===== src/rtl/irq_entry_pkg.sv =====
package irq_entry_pkg;

  typedef enum logic [2:0] {
    ST_RST_PC,
    ST_RST_SP,
    ST_IDLE,
    ST_PUSH_SR,
    ST_PUSH_PC,
    ST_FETCH_VEC,
    ST_DONE
  } entry_state_e;

  // Position of the interrupt mask field inside the status word.
  localparam int SR_MASK_LSB = 4;

endpackage


===== src/rtl/irq_arbiter.sv =====
module irq_arbiter #(
  parameter int LVL_W        = 4,
  parameter int VEC_W        = 8,
  parameter int EXT_VEC_BASE = 64
) (
  input  logic [LVL_W-1:0] ext_level_i,
  input  logic [LVL_W-1:0] int_level_i,
  input  logic [VEC_W-1:0] int_vector_i,
  input  logic [LVL_W-1:0] mask_i,
  output logic             sel_int_o,
  output logic [LVL_W-1:0] sel_level_o,
  output logic [VEC_W-1:0] sel_vector_o,
  output logic             above_o
);

  logic             ext_wins;
  logic [VEC_W-1:0] ext_vector;

  always_comb begin
    ext_wins     = ext_level_i > int_level_i;
    ext_vector   = VEC_W'(EXT_VEC_BASE) + VEC_W'(ext_level_i >> 1);
    sel_int_o    = !ext_wins && (int_level_i != '0);
    sel_level_o  = ext_wins ? ext_level_i : int_level_i;
    sel_vector_o = ext_wins ? ext_vector  : int_vector_i;
    above_o      = sel_level_o > mask_i;
  end

endmodule


===== src/rtl/irq_int_pending.sv =====
module irq_int_pending #(
  parameter int LVL_W = 4,
  parameter int VEC_W = 8
) (
  input  logic             clk,
  input  logic             rst,
  input  logic             load_i,
  input  logic [LVL_W-1:0] level_i,
  input  logic [VEC_W-1:0] vector_i,
  input  logic             clear_i,
  output logic [LVL_W-1:0] level_o,
  output logic [VEC_W-1:0] vector_o
);

  always_ff @(posedge clk) begin
    if (rst) begin
      level_o  <= '0;
      vector_o <= '0;
    end else if (load_i) begin
      level_o  <= level_i;
      vector_o <= vector_i;
    end else if (clear_i) begin
      level_o  <= '0;
    end
  end

endmodule


===== src/rtl/irq_entry_fsm.sv =====
module irq_entry_fsm
  import irq_entry_pkg::*;
#(
  parameter int DATA_W       = 32,
  parameter int LVL_W        = 4,
  parameter int VEC_W        = 8,
  parameter int ENTRY_CYCLES = 13
) (
  input  logic              clk,
  input  logic              rst,
  input  logic              take_req_i,
  input  logic [LVL_W-1:0]  take_level_i,
  input  logic [VEC_W-1:0]  take_vector_i,
  input  logic [DATA_W-1:0] cur_pc_i,
  input  logic [DATA_W-1:0] cur_sp_i,
  input  logic [DATA_W-1:0] cur_sr_i,
  input  logic [DATA_W-1:0] vbr_i,
  output logic              idle_o,
  output logic              mem_req_o,
  output logic              mem_we_o,
  output logic [DATA_W-1:0] mem_addr_o,
  output logic [DATA_W-1:0] mem_wdata_o,
  input  logic [DATA_W-1:0] mem_rdata_i,
  input  logic              mem_ready_i,
  output logic              ack_o,
  output logic [LVL_W-1:0]  ack_level_o,
  output logic              upd_valid_o,
  output logic [DATA_W-1:0] new_pc_o,
  output logic [DATA_W-1:0] new_sp_o,
  output logic [DATA_W-1:0] new_sr_o
);

  localparam int                CNT_W    = $clog2(ENTRY_CYCLES + 1);
  localparam logic [CNT_W-1:0]  CNT_MAX  = CNT_W'(ENTRY_CYCLES);
  localparam logic [DATA_W-1:0] WORD     = DATA_W'(4);
  localparam logic [DATA_W-1:0] SR_RESET =
    DATA_W'(((1 << LVL_W) - 1) << SR_MASK_LSB);

  entry_state_e      state;
  logic [CNT_W-1:0]  cnt;
  logic [DATA_W-1:0] lat_sp, lat_pc, lat_sr, lat_vbr;
  logic [LVL_W-1:0]  lat_lvl;
  logic [VEC_W-1:0]  lat_vec;
  logic              xfer;
  logic [DATA_W-1:0] vec_addr;
  logic [DATA_W-1:0] sr_next;

  always_comb begin
    xfer     = mem_req_o && mem_ready_i;
    vec_addr = lat_vbr + (DATA_W'(lat_vec) << 2);
    sr_next  = lat_sr;
    sr_next[SR_MASK_LSB +: LVL_W] = lat_lvl;
    idle_o   = (state == ST_IDLE);
  end

  always_ff @(posedge clk) begin
    if (rst) begin
      state       <= ST_RST_PC;
      cnt         <= '0;
      mem_req_o   <= 1'b1;
      mem_we_o    <= 1'b0;
      mem_addr_o  <= '0;
      mem_wdata_o <= '0;
      ack_o       <= 1'b0;
      ack_level_o <= '0;
      upd_valid_o <= 1'b0;
      new_pc_o    <= '0;
      new_sp_o    <= '0;
      new_sr_o    <= '0;
      lat_sp      <= '0;
      lat_pc      <= '0;
      lat_sr      <= '0;
      lat_vbr     <= '0;
      lat_lvl     <= '0;
      lat_vec     <= '0;
    end else begin
      ack_o       <= 1'b0;
      upd_valid_o <= 1'b0;
      if (state != ST_IDLE && cnt != CNT_MAX) cnt <= cnt + 1'b1;
      case (state)
        ST_RST_PC: if (xfer) begin
          new_pc_o   <= mem_rdata_i;
          mem_addr_o <= WORD;
          state      <= ST_RST_SP;
        end
        ST_RST_SP: if (xfer) begin
          new_sp_o    <= mem_rdata_i;
          new_sr_o    <= SR_RESET;
          upd_valid_o <= 1'b1;
          mem_req_o   <= 1'b0;
          state       <= ST_IDLE;
        end
        ST_IDLE: if (take_req_i) begin
          lat_sp      <= cur_sp_i;
          lat_pc      <= cur_pc_i;
          lat_sr      <= cur_sr_i;
          lat_vbr     <= vbr_i;
          lat_lvl     <= take_level_i;
          lat_vec     <= take_vector_i;
          ack_o       <= 1'b1;
          ack_level_o <= take_level_i;
          cnt         <= CNT_W'(1);
          mem_req_o   <= 1'b1;
          mem_we_o    <= 1'b1;
          mem_addr_o  <= cur_sp_i - WORD;
          mem_wdata_o <= cur_sr_i;
          state       <= ST_PUSH_SR;
        end
        ST_PUSH_SR: if (xfer) begin
          mem_addr_o  <= lat_sp - (WORD << 1);
          mem_wdata_o <= lat_pc;
          state       <= ST_PUSH_PC;
        end
        ST_PUSH_PC: if (xfer) begin
          mem_we_o   <= 1'b0;
          mem_addr_o <= vec_addr;
          state      <= ST_FETCH_VEC;
        end
        ST_FETCH_VEC: if (xfer) begin
          mem_req_o <= 1'b0;
          new_pc_o  <= mem_rdata_i;
          state     <= ST_DONE;
        end
        ST_DONE: if (cnt >= CNT_MAX) begin
          new_sp_o    <= lat_sp - (WORD << 1);
          new_sr_o    <= sr_next;
          upd_valid_o <= 1'b1;
          state       <= ST_IDLE;
        end
        default: state <= ST_IDLE;
      endcase
    end
  end

endmodule


===== src/rtl/irq_entry_seq.sv =====
module irq_entry_seq
  import irq_entry_pkg::*;
#(
  parameter int DATA_W       = 32,
  parameter int LVL_W        = 4,
  parameter int VEC_W        = 8,
  parameter int EXT_VEC_BASE = 64,
  parameter int ENTRY_CYCLES = 13
) (
  input  logic              clk,
  input  logic              rst,
  input  logic              boundary_i,
  input  logic              delay_slot_i,
  input  logic [LVL_W-1:0]  ext_level_i,
  input  logic              int_req_i,
  input  logic [LVL_W-1:0]  int_level_i,
  input  logic [VEC_W-1:0]  int_vector_i,
  input  logic [DATA_W-1:0] cur_pc_i,
  input  logic [DATA_W-1:0] cur_sp_i,
  input  logic [DATA_W-1:0] cur_sr_i,
  input  logic [DATA_W-1:0] vbr_i,
  output logic              mem_req_o,
  output logic              mem_we_o,
  output logic [DATA_W-1:0] mem_addr_o,
  output logic [DATA_W-1:0] mem_wdata_o,
  input  logic [DATA_W-1:0] mem_rdata_i,
  input  logic              mem_ready_i,
  output logic              busy_o,
  output logic              ack_o,
  output logic [LVL_W-1:0]  ack_level_o,
  output logic              upd_valid_o,
  output logic [DATA_W-1:0] new_pc_o,
  output logic [DATA_W-1:0] new_sp_o,
  output logic [DATA_W-1:0] new_sr_o
);

  logic [LVL_W-1:0] pend_level;
  logic [VEC_W-1:0] pend_vector;
  logic             sel_int;
  logic [LVL_W-1:0] sel_level;
  logic [VEC_W-1:0] sel_vector;
  logic             above;
  logic             idle;
  logic             take;

  // An entry may start only at a clean boundary, while the core is not
  // still absorbing the previous update.
  assign take   = idle && boundary_i && !delay_slot_i && !upd_valid_o && above;
  assign busy_o = !idle;

  irq_int_pending #(.LVL_W(LVL_W), .VEC_W(VEC_W)) pend_i (
    .clk      (clk),
    .rst      (rst),
    .load_i   (int_req_i),
    .level_i  (int_level_i),
    .vector_i (int_vector_i),
    .clear_i  (take && sel_int),
    .level_o  (pend_level),
    .vector_o (pend_vector)
  );

  irq_arbiter #(.LVL_W(LVL_W), .VEC_W(VEC_W), .EXT_VEC_BASE(EXT_VEC_BASE)) arb_i (
    .ext_level_i  (ext_level_i),
    .int_level_i  (pend_level),
    .int_vector_i (pend_vector),
    .mask_i       (cur_sr_i[SR_MASK_LSB +: LVL_W]),
    .sel_int_o    (sel_int),
    .sel_level_o  (sel_level),
    .sel_vector_o (sel_vector),
    .above_o      (above)
  );

  irq_entry_fsm #(
    .DATA_W(DATA_W), .LVL_W(LVL_W), .VEC_W(VEC_W), .ENTRY_CYCLES(ENTRY_CYCLES)
  ) fsm_i (
    .clk           (clk),
    .rst           (rst),
    .take_req_i    (take),
    .take_level_i  (sel_level),
    .take_vector_i (sel_vector),
    .cur_pc_i      (cur_pc_i),
    .cur_sp_i      (cur_sp_i),
    .cur_sr_i      (cur_sr_i),
    .vbr_i         (vbr_i),
    .idle_o        (idle),
    .mem_req_o     (mem_req_o),
    .mem_we_o      (mem_we_o),
    .mem_addr_o    (mem_addr_o),
    .mem_wdata_o   (mem_wdata_o),
    .mem_rdata_i   (mem_rdata_i),
    .mem_ready_i   (mem_ready_i),
    .ack_o         (ack_o),
    .ack_level_o   (ack_level_o),
    .upd_valid_o   (upd_valid_o),
    .new_pc_o      (new_pc_o),
    .new_sp_o      (new_sp_o),
    .new_sr_o      (new_sr_o)
  );

endmodule


===== config.mk =====
export PLATFORM = sky130hd
export DESIGN_NAME = irq_entry_seq
export DESIGN_NICKNAME = d
export VERILOG_FILES = /design/src/rtl/irq_entry_pkg.sv /design/src/rtl/irq_arbiter.sv /design/src/rtl/irq_int_pending.sv /design/src/rtl/irq_entry_fsm.sv /design/src/rtl/irq_entry_seq.sv
export SDC_FILE = /design/constraint.sdc
export NUM_CORES = 1
export LEC_CHECK = 0
export ABC_AREA = 1
export BUFFER_PORTS_ARGS = -buffer_cell sky130_fd_sc_hd__buf_2
export CORE_MARGIN = 4
export CORE_UTILIZATION = 30
export CTS_CLUSTER_SIZE = 14
export DETAILED_ROUTE_END_ITERATION = 10
export PLACE_DENSITY = 0.57
export SLEW_MARGIN = 20
export SYNTH_ARGS = -nofsm -noshare
export SYNTH_HDL_FRONTEND = slang
export SYNTH_SLANG_ARGS = --single-unit

===== constraint.sdc =====
create_clock -name clk -period 3.6 [get_ports clk]
set_input_delay 0.54 -clock clk [delete_from_list [all_inputs] [get_ports clk]]
set_output_delay 0.54 -clock clk [all_outputs]
set_load 0.03 [all_outputs]

* Word-level counts from Yosys, hierarchy flattened
Cells that the tools add are included.
Word-level totals: flip-flop bits (word level) 323, input bits 182, word-level logic and storage cells 112
Operators by class: add/sub/neg operators 5, magnitude comparators 3, equality and inequality tests 16, multiplexer cells 37, bitwise logic cells 1, reduce and logical (&&, ||, !) cells 31
Operator list (number):
- two-way mux 32 bit | 10
- one-hot mux 32 bit (2 select lines) | 3
- one-hot mux 32 bit (4 select lines) | 1
- adder 32 x 10 -> 32 bit | 1
- subtractor 32 x 3 -> 32 bit (second input constant) | 1
- subtractor 32 x 4 -> 32 bit (second input constant) | 1
- two-way mux 4 bit | 6
- two-way mux 3 bit | 7
- one-hot mux 3 bit (7 select lines) | 1
- inequality test 2 x 1 -> 1 bit (second input constant) | 8
- AND reduction 3 bit | 4
- nonzero test 2 bit | 5
- equality test 3 bit (second input constant) | 3
- adder 7 x 3 -> 8 bit (first input constant) | 1
- greater-than comparator 4 bit | 2
- logical AND 1 bit | 8
- two-way mux 8 bit | 1
- nonzero test 4 bit | 2
- AND reduction 7 bit | 1
- equality test 3 x 2 -> 1 bit (second input constant) | 2
- one-hot mux 1 bit (2 select lines) | 3
- OR reduction 2 bit | 3
- two-way mux 1 bit | 5
- AND reduction 5 bit | 1
- other kinds (9) | 13

* Logic depth before layout (Yosys ltp)
Gate-level depths: netlist of run 1.
depth in word-level cells 8, depth in mapped cells 24, gate-level depth less buffers 24

* Modules after synthesis
A second synthesis of run 1 with hierarchy kept.
Unflattened totals: cells, all modules 2182, area, all modules 15078.2 µm²
By module, submodules not included:
- irq_entry_fsm | instances 1, cells each 2051, area each 14187.4 µm²
- irq_int_pending | instances 1, cells each 52, area each 454.2 µm²
- irq_arbiter | instances 1, cells each 70, area each 395.4 µm²
- irq_entry_seq | instances 1, cells each 9, area each 41.3 µm²

* Least setup slack after synthesis of run 1
No wires, ideal clock.
path type in2reg, start in ext_level_i[1], end reg fsm_i.mem_addr_o[10], arrival 3001 ps, path slack 467 ps, cell stages on the path 23, buffers on the path 2, cell sequence ha_1 -> inv_1 -> nor2_1 -> o21ai_0 -> nand2_1 -> nand2_1 -> inv_1 -> nand2_1 -> inv_1 -> a21oi_1 -> inv_1 -> ha_1 -> inv_1 -> o21bai_1 -> nand2_1 -> nand2_1 -> nand3_2 -> a21oi_1 -> nand3_1 -> buf_2 -> buf_6 -> nand2_1 -> a21oi_1
Between the ends: longest elaborated chain between the ends 6
RTL lines:
- from (decl) | RTL line irq_entry_seq.sv:14 | input logic [LVL_W-1:0] ext_level_i,
- greater-than comparator 4 bit | RTL line irq_arbiter.sv:20 | ext_wins = ext_level_i > int_level_i;
- two-way mux 4 bit (*) | RTL line irq_arbiter.sv:23 | sel_level_o = ext_wins ? ext_level_i : int_level_i;
- named net arb_i.sel_level_o[1] | RTL line irq_arbiter.sv:11 | output logic [LVL_W-1:0] sel_level_o,
- greater-than comparator 4 bit (*) | RTL line irq_arbiter.sv:25 | above_o = sel_level_o > mask_i;
- logical AND 1 bit (*) | RTL line irq_entry_seq.sv:48 | assign take = idle && boundary_i && !delay_slot_i && !upd_valid_o && above;
- inequality test 2 x 1 -> 1 bit (no line) (*)
- AND reduction 5 bit (no line) (*)
- to (signal assigned) | RTL line irq_entry_fsm.sv:105 | mem_addr_o <= cur_sp_i - WORD;
- to (signal assigned) | RTL line irq_entry_fsm.sv:110 | mem_addr_o <= lat_sp - (WORD << 1);
- to (signal assigned) | RTL line irq_entry_fsm.sv:116 | mem_addr_o <= vec_addr;
- to (decl) | RTL line irq_entry_fsm.sv:21 | output logic [DATA_W-1:0] mem_addr_o,
The timed path passes the listed nets; every way through them passes the cells marked *. A chain may end at the register's enable or synchronous reset.

* Worst setup path in the final report of run 1
start reg pend_i.level_o[1], end reg fsm_i.state[1]
Between the ends: longest elaborated chain between the ends 6
RTL lines:
- from (decl) | RTL line irq_int_pending.sv:11 | output logic [LVL_W-1:0] level_o,
- from (signal assigned) | RTL line irq_int_pending.sv:20 | level_o <= level_i;
- greater-than comparator 4 bit | RTL line irq_arbiter.sv:20
- two-way mux 4 bit (*) | RTL line irq_arbiter.sv:23
- named net arb_i.sel_level_o[1] | RTL line irq_arbiter.sv:11
- greater-than comparator 4 bit (*) | RTL line irq_arbiter.sv:25
- logical AND 1 bit (*) | RTL line irq_entry_seq.sv:48
- inequality test 2 x 1 -> 1 bit (no line) (*)
- AND reduction 7 bit (no line) (*)
- to (signal assigned) | RTL line irq_entry_fsm.sv:58 | state <= ST_RST_PC;
- to (signal assigned) | RTL line irq_entry_fsm.sv:84 | state <= ST_RST_SP;
- to (signal assigned) | RTL line irq_entry_fsm.sv:91 | state <= ST_IDLE;
- to (decl) | RTL line irq_entry_fsm.sv:39 | entry_state_e state;
Marked as above.

==> summary.txt, run 1 <==
VDD IR max -> 0.0004103 V
DRT iter0 DRCs -> 1119
number of distinct library cells after synthesis -> 37
Crit Path Category -> reg2reg
layout cells sized above 1 -> 0.1905
Num CTS Buffers -> 38
Leak Pwr -> 8.476 nW
first-pass GRT wire length -> 88580 um
maximum clock rate -> 0.3081 GHz
max_cap viols -> 0
Synth async-reset ratio -> 0
post-layout min period -> 3246 ps
Hold Slack -> 187.5 ps
HP Class -> in2reg
grt total ovfl -> 0
DRC errors left -> 0
per-cell routed wire length -> 18.42 um
TNS Setup -> 0 ps
Chip Width -> 230.2 um
Clk pin slew, worst setup/hold paths -> 60 ps
Layout area overhead -> 26.23%
Internal Power -> 0.007338 W
hold buffer count at CTS -> 0
RSZ-0062 raised after global routing -> false
Vias/cell -> 4.901
Synth Register Bits -> 319
Clk pwr share -> 0.335
status -> finished, final reports clean
sequential area share after synthesis -> 0.4310
Fillers -> 5321
pwr dens -> 627.3 mW/mm^2
Slew Viols, Final -> 0
Final #Nets -> 2693
Die Y -> 230.2 um
Tcrit/Tclk final -> 0.9016
Worst setup SP type -> register
Pre-antenna DRT Iters -> 5
final setup vio count -> 0
Clk Latency, worst-skew pair -> 550 ps
Combinational Power Share -> 0.300
final WL -> 58610 um
GR Util All Layers -> 0.2127
largest net degree at the start of global routing -> 69
Layout Skew -> 17.75 ps
Post-synth EDFFs -> 0
Max H-tree Level -> 2
actual slew at the worst max-slew pin -> 1054 ps
ys flop type -> dfxtp_1
Fin. Hold Viols -> 0
placer congestion estimate -> 0.9901
critical path capture point type -> register
switching pwr -> 0.004396 W
input/output buffers -> 350
Rows -> 81
Non-Filler Instances -> 3181
TritonCTS clock tree -> done
IO Pins -> 351
max-slew headroom at the worst pin -> 0.2967
root buffer cell -> clkbuf_16
synth warn -> 0
initial antenna violation count -> 3
Synth Cell Area -> 0.01482 sq mm
vias -> 15590
Max Fanout on Critical Path -> 4
switching part of the total -> 0.3747
syn_area_per_cell -> 6.867 sq um
Gate Count Post-Synth -> 2158
sequential share of power -> 0.365
CTS sink cnt -> 319
worst path arrival time -> 3690 ps
area of the die -> 0.05301 sq mm
DPL Wire Length -> 45500 um
required time of the worst setup path -> 4040 ps
DP Cell Count -> 3113
CORE AREA -> 0.04885 sq mm
post-route ant nets -> 0
Max Root-Sink Buffers -> 3
Post-Syn Nets -> 2362
number of global-route vias before repair -> 15330
Initial Util -> 0.3033
metrics by stage:
| stage | area, sq um | util | setup WS [ps] | total power (W) |
|---|---|---|---|---|
| after floorplan | 14820 | - | 467.0 | 0.006557 |
| after global placement | 17440 | 0.3569 | 27.72 | 0.007834 |
| after detailed placement | 17440 | 0.3569 | 51.05 | 0.007872 |
| after CTS | 18700 | 0.3827 | 252.1 | 0.01186 |
| after global routing | 18700 | 0.3829 | 6.063 | 0.01235 |
| final | 18710 | 0.3829 | 354.3 | 0.01173 |
cell families (layout without fill, tap and decap cells):
group,after synthesis,in the layout,synth area share
and+or+nand+nor,977,977,0.2710
AOI/OAI and AO/OA,490,490,0.1828
buffers and inverters,336,693,0.08790
DFF,319,319,0.4310
adders and majority gates,22,22,0.01908
xor gates and xnor gates,14,14,0.008275
other,0,2,0
flip-flops by register name, indices dropped and copies added, names as in the netlist, 4 cells and up:
register	count
pend_i.vector_o	8
fsm_i.new_pc_o	32
pend_i.level_o	4
fsm_i.new_sr_o	32
fsm_i.new_sp_o	32
fsm_i.lat_lvl	4
fsm_i.lat_sr	28
fsm_i.mem_wdata_o	32
fsm_i.lat_sp	32
fsm_i.mem_addr_o	32
fsm_i.lat_pc	32
fsm_i.lat_vbr	32
fsm_i.lat_vec	8
fsm_i.cnt	4
power by group through the flow:
stage | Clock, W | Combinational (W) | Sequential (W)
finish | 0.00393 | 0.00352 | 0.00428
global route | 0.00419 | 0.00383 | 0.00433
CTS | 0.00404 | 0.00354 | 0.00428
detailed placement | 0 | 0.00353 | 0.00435
global placement | 0 | 0.00350 | 0.00433
floorplan | 0 | 0.00149 | 0.00507
cells in the final DEF, fill, tap and decap left out, drive strengths merged, types with 3 or more instances in the layout:
cell type,instances
inv,234
nand2,517
clkinvlp,3
o221ai,4
o211ai,8
o21ai,260
buf,393
ha,21
nand3,166
a31oi,8
nor3,12
dfxtp,319
nor2,248
clkinv,9
a21oi,136
or2,5
xor2,14
bufinv,3
clkbuf,51
a32o,4
a22o,39
nand3b,3
o22ai,26
nand4,23
worst max-delay path, cell delays in order (launching register included):
cell and delay (ps):
dfxtp_1 380, inv_1 80, ha_1 290, inv_1 60, nor2_1 30, o21ai_0 130, nand2_1 60, nand2_1 80
inv_1 70, nand2_1 90, inv_1 50, a21oi_1 180, inv_1 80, ha_1 290, inv_1 40, o21bai_1 130
nand2_1 70, nand2_1 70, nand3_2 80, nand2_1 100, buf_4 130, nand3b_1 70, nor2_1 250, inv_1 120
o21ai_0 150, nor2_1 60
Yosys cell counts (7+ instances only):
master | instances | share of area
nor2_1 | 244 | 0.062
inv_2 | 7 | 0.0018
inv_1 | 226 | 0.057
nand4_1 | 23 | 0.0097
a22o_1 | 39 | 0.023
nand3_1 | 164 | 0.055
nand2_1 | 517 | 0.13
dfxtp_1 | 319 | 0.43
clkbuf_1 | 75 | 0.019
nor3_1 | 12 | 0.0041
a21oi_1 | 136 | 0.046
xor2_1 | 14 | 0.0083
o21ai_0 | 248 | 0.084
o22ai_1 | 26 | 0.011
buf_2 | 18 | 0.0061
o211ai_1 | 8 | 0.0041
a31oi_1 | 8 | 0.0034
o21ai_1 | 12 | 0.0041
ha_1 | 21 | 0.018
worst paths after layout:
path / from / to / slack (ps) / depth (start not counted)
worst max register to register: pend_i.level_o[1]$_SDFFE_PP0P_ / fsm_i.state[1]$_SDFFE_PP0P_ / 350 / 25
worst max-delay path: pend_i.level_o[1]$_SDFFE_PP0P_ / fsm_i.state[1]$_SDFFE_PP0P_ / 350 / 25
worst min register to register: fsm_i.mem_wdata_o[14]$_SDFFE_PP0P_ / fsm_i.mem_wdata_o[14]$_SDFFE_PP0P_ / 440 / 2
worst min-delay path: cur_pc_i[5] / fsm_i.lat_pc[5]$_SDFFE_PP0P_ / 190 / 3
layout make-up:
class	instances	area, sq um	share of cell area
clock inverter	15	168.9	0.009030
multi-input combinational	1503	7157	0.3826
inverter	234	879.6	0.04702
timing repair buffer	393	2187	0.1169
antenna	2	5.005	0.0002676
sequential	319	6386	0.3414
tap	664	830.8	0.04441
clock buffer	51	1091	0.05833
timing repair:
item,in CTS,in global routing
buffers inserted,0,0
gates resized for setup,0,1
setup endpoints to repair,0,17
routing by layer:
layer | share of wire | up-vias | routed length [um] | track usage
met3 | 0.060 | 95 | 3510 | 0.03283
li1 | - | 7741 | - | -
met2 | 0.48 | 514 | 28020 | 0.3691
met5 | 0.00039 | - | 23 | 0
met1 | 0.43 | 7236 | 24990 | 0.2676
met4 | 0.035 | 4 | 2067 | 0.07675
(Power assumes the default switching activity.)
==> run 2, diff against run 1 <==
==> constraint.sdc (replaced) <==
create_clock -name clk -period 3.4 [get_ports clk]
set_input_delay 0.51 -clock clk [delete_from_list [all_inputs] [get_ports clk]]
set_output_delay 0.51 -clock clk [all_outputs]
set_load 0.03 [all_outputs]
==> run 2 against run 1 <==
Compared with the run above:
- die area stayed put
- sequential share of layout area is 0.17 points lower
- global-route usage is 0.33 points higher
- hold slack worse by 23 ps
- combinational power is 8.5% higher
- largest cell class unchanged
==> summary.txt, run 2 (synthesis gave the netlist of run 1 again) <==
per-cell routed wire length -> 18.77 um (+1.9%)
worst path cell trace -> inv_1 > ha_1 > inv_1 > nor2_1 > o21ai_0 > nand2_1 > nand2_1 > inv_1 > nand2_1 > inv_1 > a21oi_4 > inv_1 > ha_1 > nand2_1 > inv_1 > nand2_1 > nand2_1 > nand3_2 > buf_4 > nor2_4 > buf_12 > clkbuf_16 > nand3_1 > o211ai_1
register area -> 0.006389 sq mm (about the same)
worst hold path endpoint -> fsm_i.lat_pc[30]$_SDFFE_PP0P_
max-slew headroom at the worst pin -> 0.2958 (-0.0009610)
fin worst setup slack -> 272.9 ps (-81.46 ps)
Fin. Hold Viols -> 0 (unchanged)
cell count of the worst hold path -> 3 (unchanged)
maximum clock rate -> 0.3198 GHz (+3.8%)
TritonCTS clock tree -> done
area occupied by multi-input gates -> 0.007177 sq mm (+0.28%)
CTS sink cnt -> 319 (unchanged)
Die Y -> 230.2 um (unchanged)
most common cell after layout, fill and taps aside -> nand2_1
Worst path max stage delay -> 330 ps (-50 ps)
IO Pins -> 351 (unchanged)
worst reg-to-reg path cell count -> 24 (-4.0%)
critical path capture point type -> register
Crit Path Category -> reg2reg
DPL Wire Length -> 46000 um (+1.1%)
status -> finished, final reports clean
grt total ovfl -> 0 (unchanged)
DRT iter0 DRCs -> 883 (-21%)
Clk pin slew, worst setup/hold paths -> 60 ps (about the same)
DRC errors left -> 0 (unchanged)
Crit path buffers/inverters -> 9 (+1)
Worst setup SP type -> register
Initial Util -> 0.3033 (unchanged)
Leak Pwr -> 8.520 nW (+0.52%)
post-layout min period -> 3127 ps (-118.5 ps)
CORE AREA -> 0.04885 sq mm (unchanged)
actual slew at the worst max-slew pin -> 1055 ps (+1.440 ps)
Non-Filler Instances -> 3198 (+0.53%)
placer congestion estimate -> 0.9555 (-3.5%)
Max H-tree Level -> 2 (unchanged)
initial antenna violation count -> 4 (+1)
root buffer cell -> clkbuf_16
Rows -> 81 (unchanged)
GR Util All Layers -> 0.2160 (+0.003310)
FF-to-FF End -> fsm_i.lat_vec[0]$_SDFFE_PP0P_
number of global-route vias before repair -> 15480 (+0.95%)
start point of the critical path -> pend_i.level_o[1]$_SDFFE_PP0P_
critical path's top delay family -> buffers and inverters
final setup vio count -> 0 (unchanged)
worst path arrival time -> 3600 ps (-90 ps)
largest net degree at the start of global routing -> 72 (+4.3%)
Clk Latency, worst-skew pair -> 550 ps (about the same)
Post-DP Area -> 0.01750 sq mm (+0.36%)
DP Cell Count -> 3123 (+0.32%)
hold_sp -> cur_pc_i[30]
layout cells sized above 1 -> 0.1955 (+0.005040)
Chip Width -> 230.2 um (unchanged)
Layout area overhead -> 26.92%
post-route ant nets -> 0 (unchanged)
required time of the worst setup path -> 3870 ps (-170 ps)
Vias/cell -> 4.944 (+0.87%)
pwr dens -> 654.6 mW/mm^2 (+4.3%)
Num CTS Buffers -> 39 (+2.6%)
Max Root-Sink Buffers -> 3 (unchanged)
first-pass GRT wire length -> 89890 um (+1.5%)
slowest CP cell -> dfxtp_1
reg2reg setup slack -> 270 ps (-80 ps)
Slew Viols, Final -> 0 (unchanged)
R2R Path Start -> pend_i.level_o[1]$_SDFFE_PP0P_
Layout Skew -> 14.50 ps (-3.249 ps)
vias -> 15810 (+1.4%)
Final Cell Area -> 0.01881 sq mm (+0.54%)
VDD IR max -> 0.0005093 V (+24%)
dpl ws -> -179.2 ps (-230.2 ps)
max_cap viols -> 0 (unchanged)
Max Fanout on Critical Path -> 30 (+26)
input/output buffers -> 350 (unchanged)
Final #Nets -> 2709 (+0.59%)
HP Class -> in2reg
final WL -> 60030 um (+2.4%)
Pre-antenna DRT Iters -> 5 (unchanged)
area of the die -> 0.05301 sq mm (unchanged)
Tcrit/Tclk final -> 0.9197 (+0.01817)
Fillers -> 5255 (-1.2%)
most frequent cells in the layout -> nand2_1, buf_2, dfxtp_1
-- run 2: report_power, final --
part	internal [W]	total, W	switching, W	leakage [nW]
clock network	0.00229	0.00397	0.00168	0.576
logic	0.00110	0.00382	0.00272	5.36
registers	0.00423	0.00452	0.000292	2.59
-- run 2: worst min-delay path, stage by stage --
cell,delay (ps)
buf_2,70
nand2_1,40
o21ai_0,50
-- run 2: how the worst max path moves through the flow --
stage / slack [ps] / cells past startpoint / to
6_report: 270 / 24 / fsm_i.lat_vec[0]$_SDFFE_PP0P_
5_1_grt: -20 / 24 / fsm_i.lat_pc[22]$_SDFFE_PP0P_
4_1_cts: 60 / 23 / fsm_i.lat_pc[11]$_SDFFE_PP0P_
3_5_place_dp: -180 / 23 / fsm_i.lat_pc[11]$_SDFFE_PP0P_
3_3_place_gp: -120 / 23 / fsm_i.lat_vec[4]$_SDFFE_PP0P_
2_1_floorplan: 300 / 23 / fsm_i.mem_addr_o[10]$_SDFFE_PP0P_
-- run 2: layer usage --
layer	wire, um	part of all wire	vias up	GRT usage
met4	2265	0.038	2	0.08563
met5	13	0.00022	-	0
met3	3547	0.059	103	0.03382
li1	-	-	7765	-
met1	25400	0.42	7416	0.2703
met2	28810	0.48	524	0.3727
-- run 2: cell type report --
type | count | share of cell area
Sequential cell | 319 | 0.3397
Multi-Input combinational cell | 1503 | 0.3816
Antenna cell | 2 | 0.0002661
Timing Repair Buffer | 408 | 0.1238
Tap cell | 664 | 0.04418
Clock inverter | 14 | 0.006520
Inverter | 234 | 0.04690
Clock buffer | 54 | 0.05702
-- run 2: through the flow --
stage / hold slack (ps) / TNS, ps / power (W) / util
after floorplan: 419.1 / 0 / 0.006942 / -
after global placement: 431.4 / -12430 / 0.008309 / 0.3582
after detailed placement: 433.2 / -19960 / 0.008359 / 0.3582
after CTS: 128.6 / 0 / 0.01237 / 0.3827
after global routing: 165.0 / -21.88 / 0.01294 / 0.3849
final: 164.8 / 0 / 0.01231 / 0.3850
-- run 2: repair_timing --
action / in CTS / in global routing
setup endpoints to repair: 0 / 211
hold buffers: 0 / 0
setup buffers: 0 / 4
resized for setup: 0 / 10
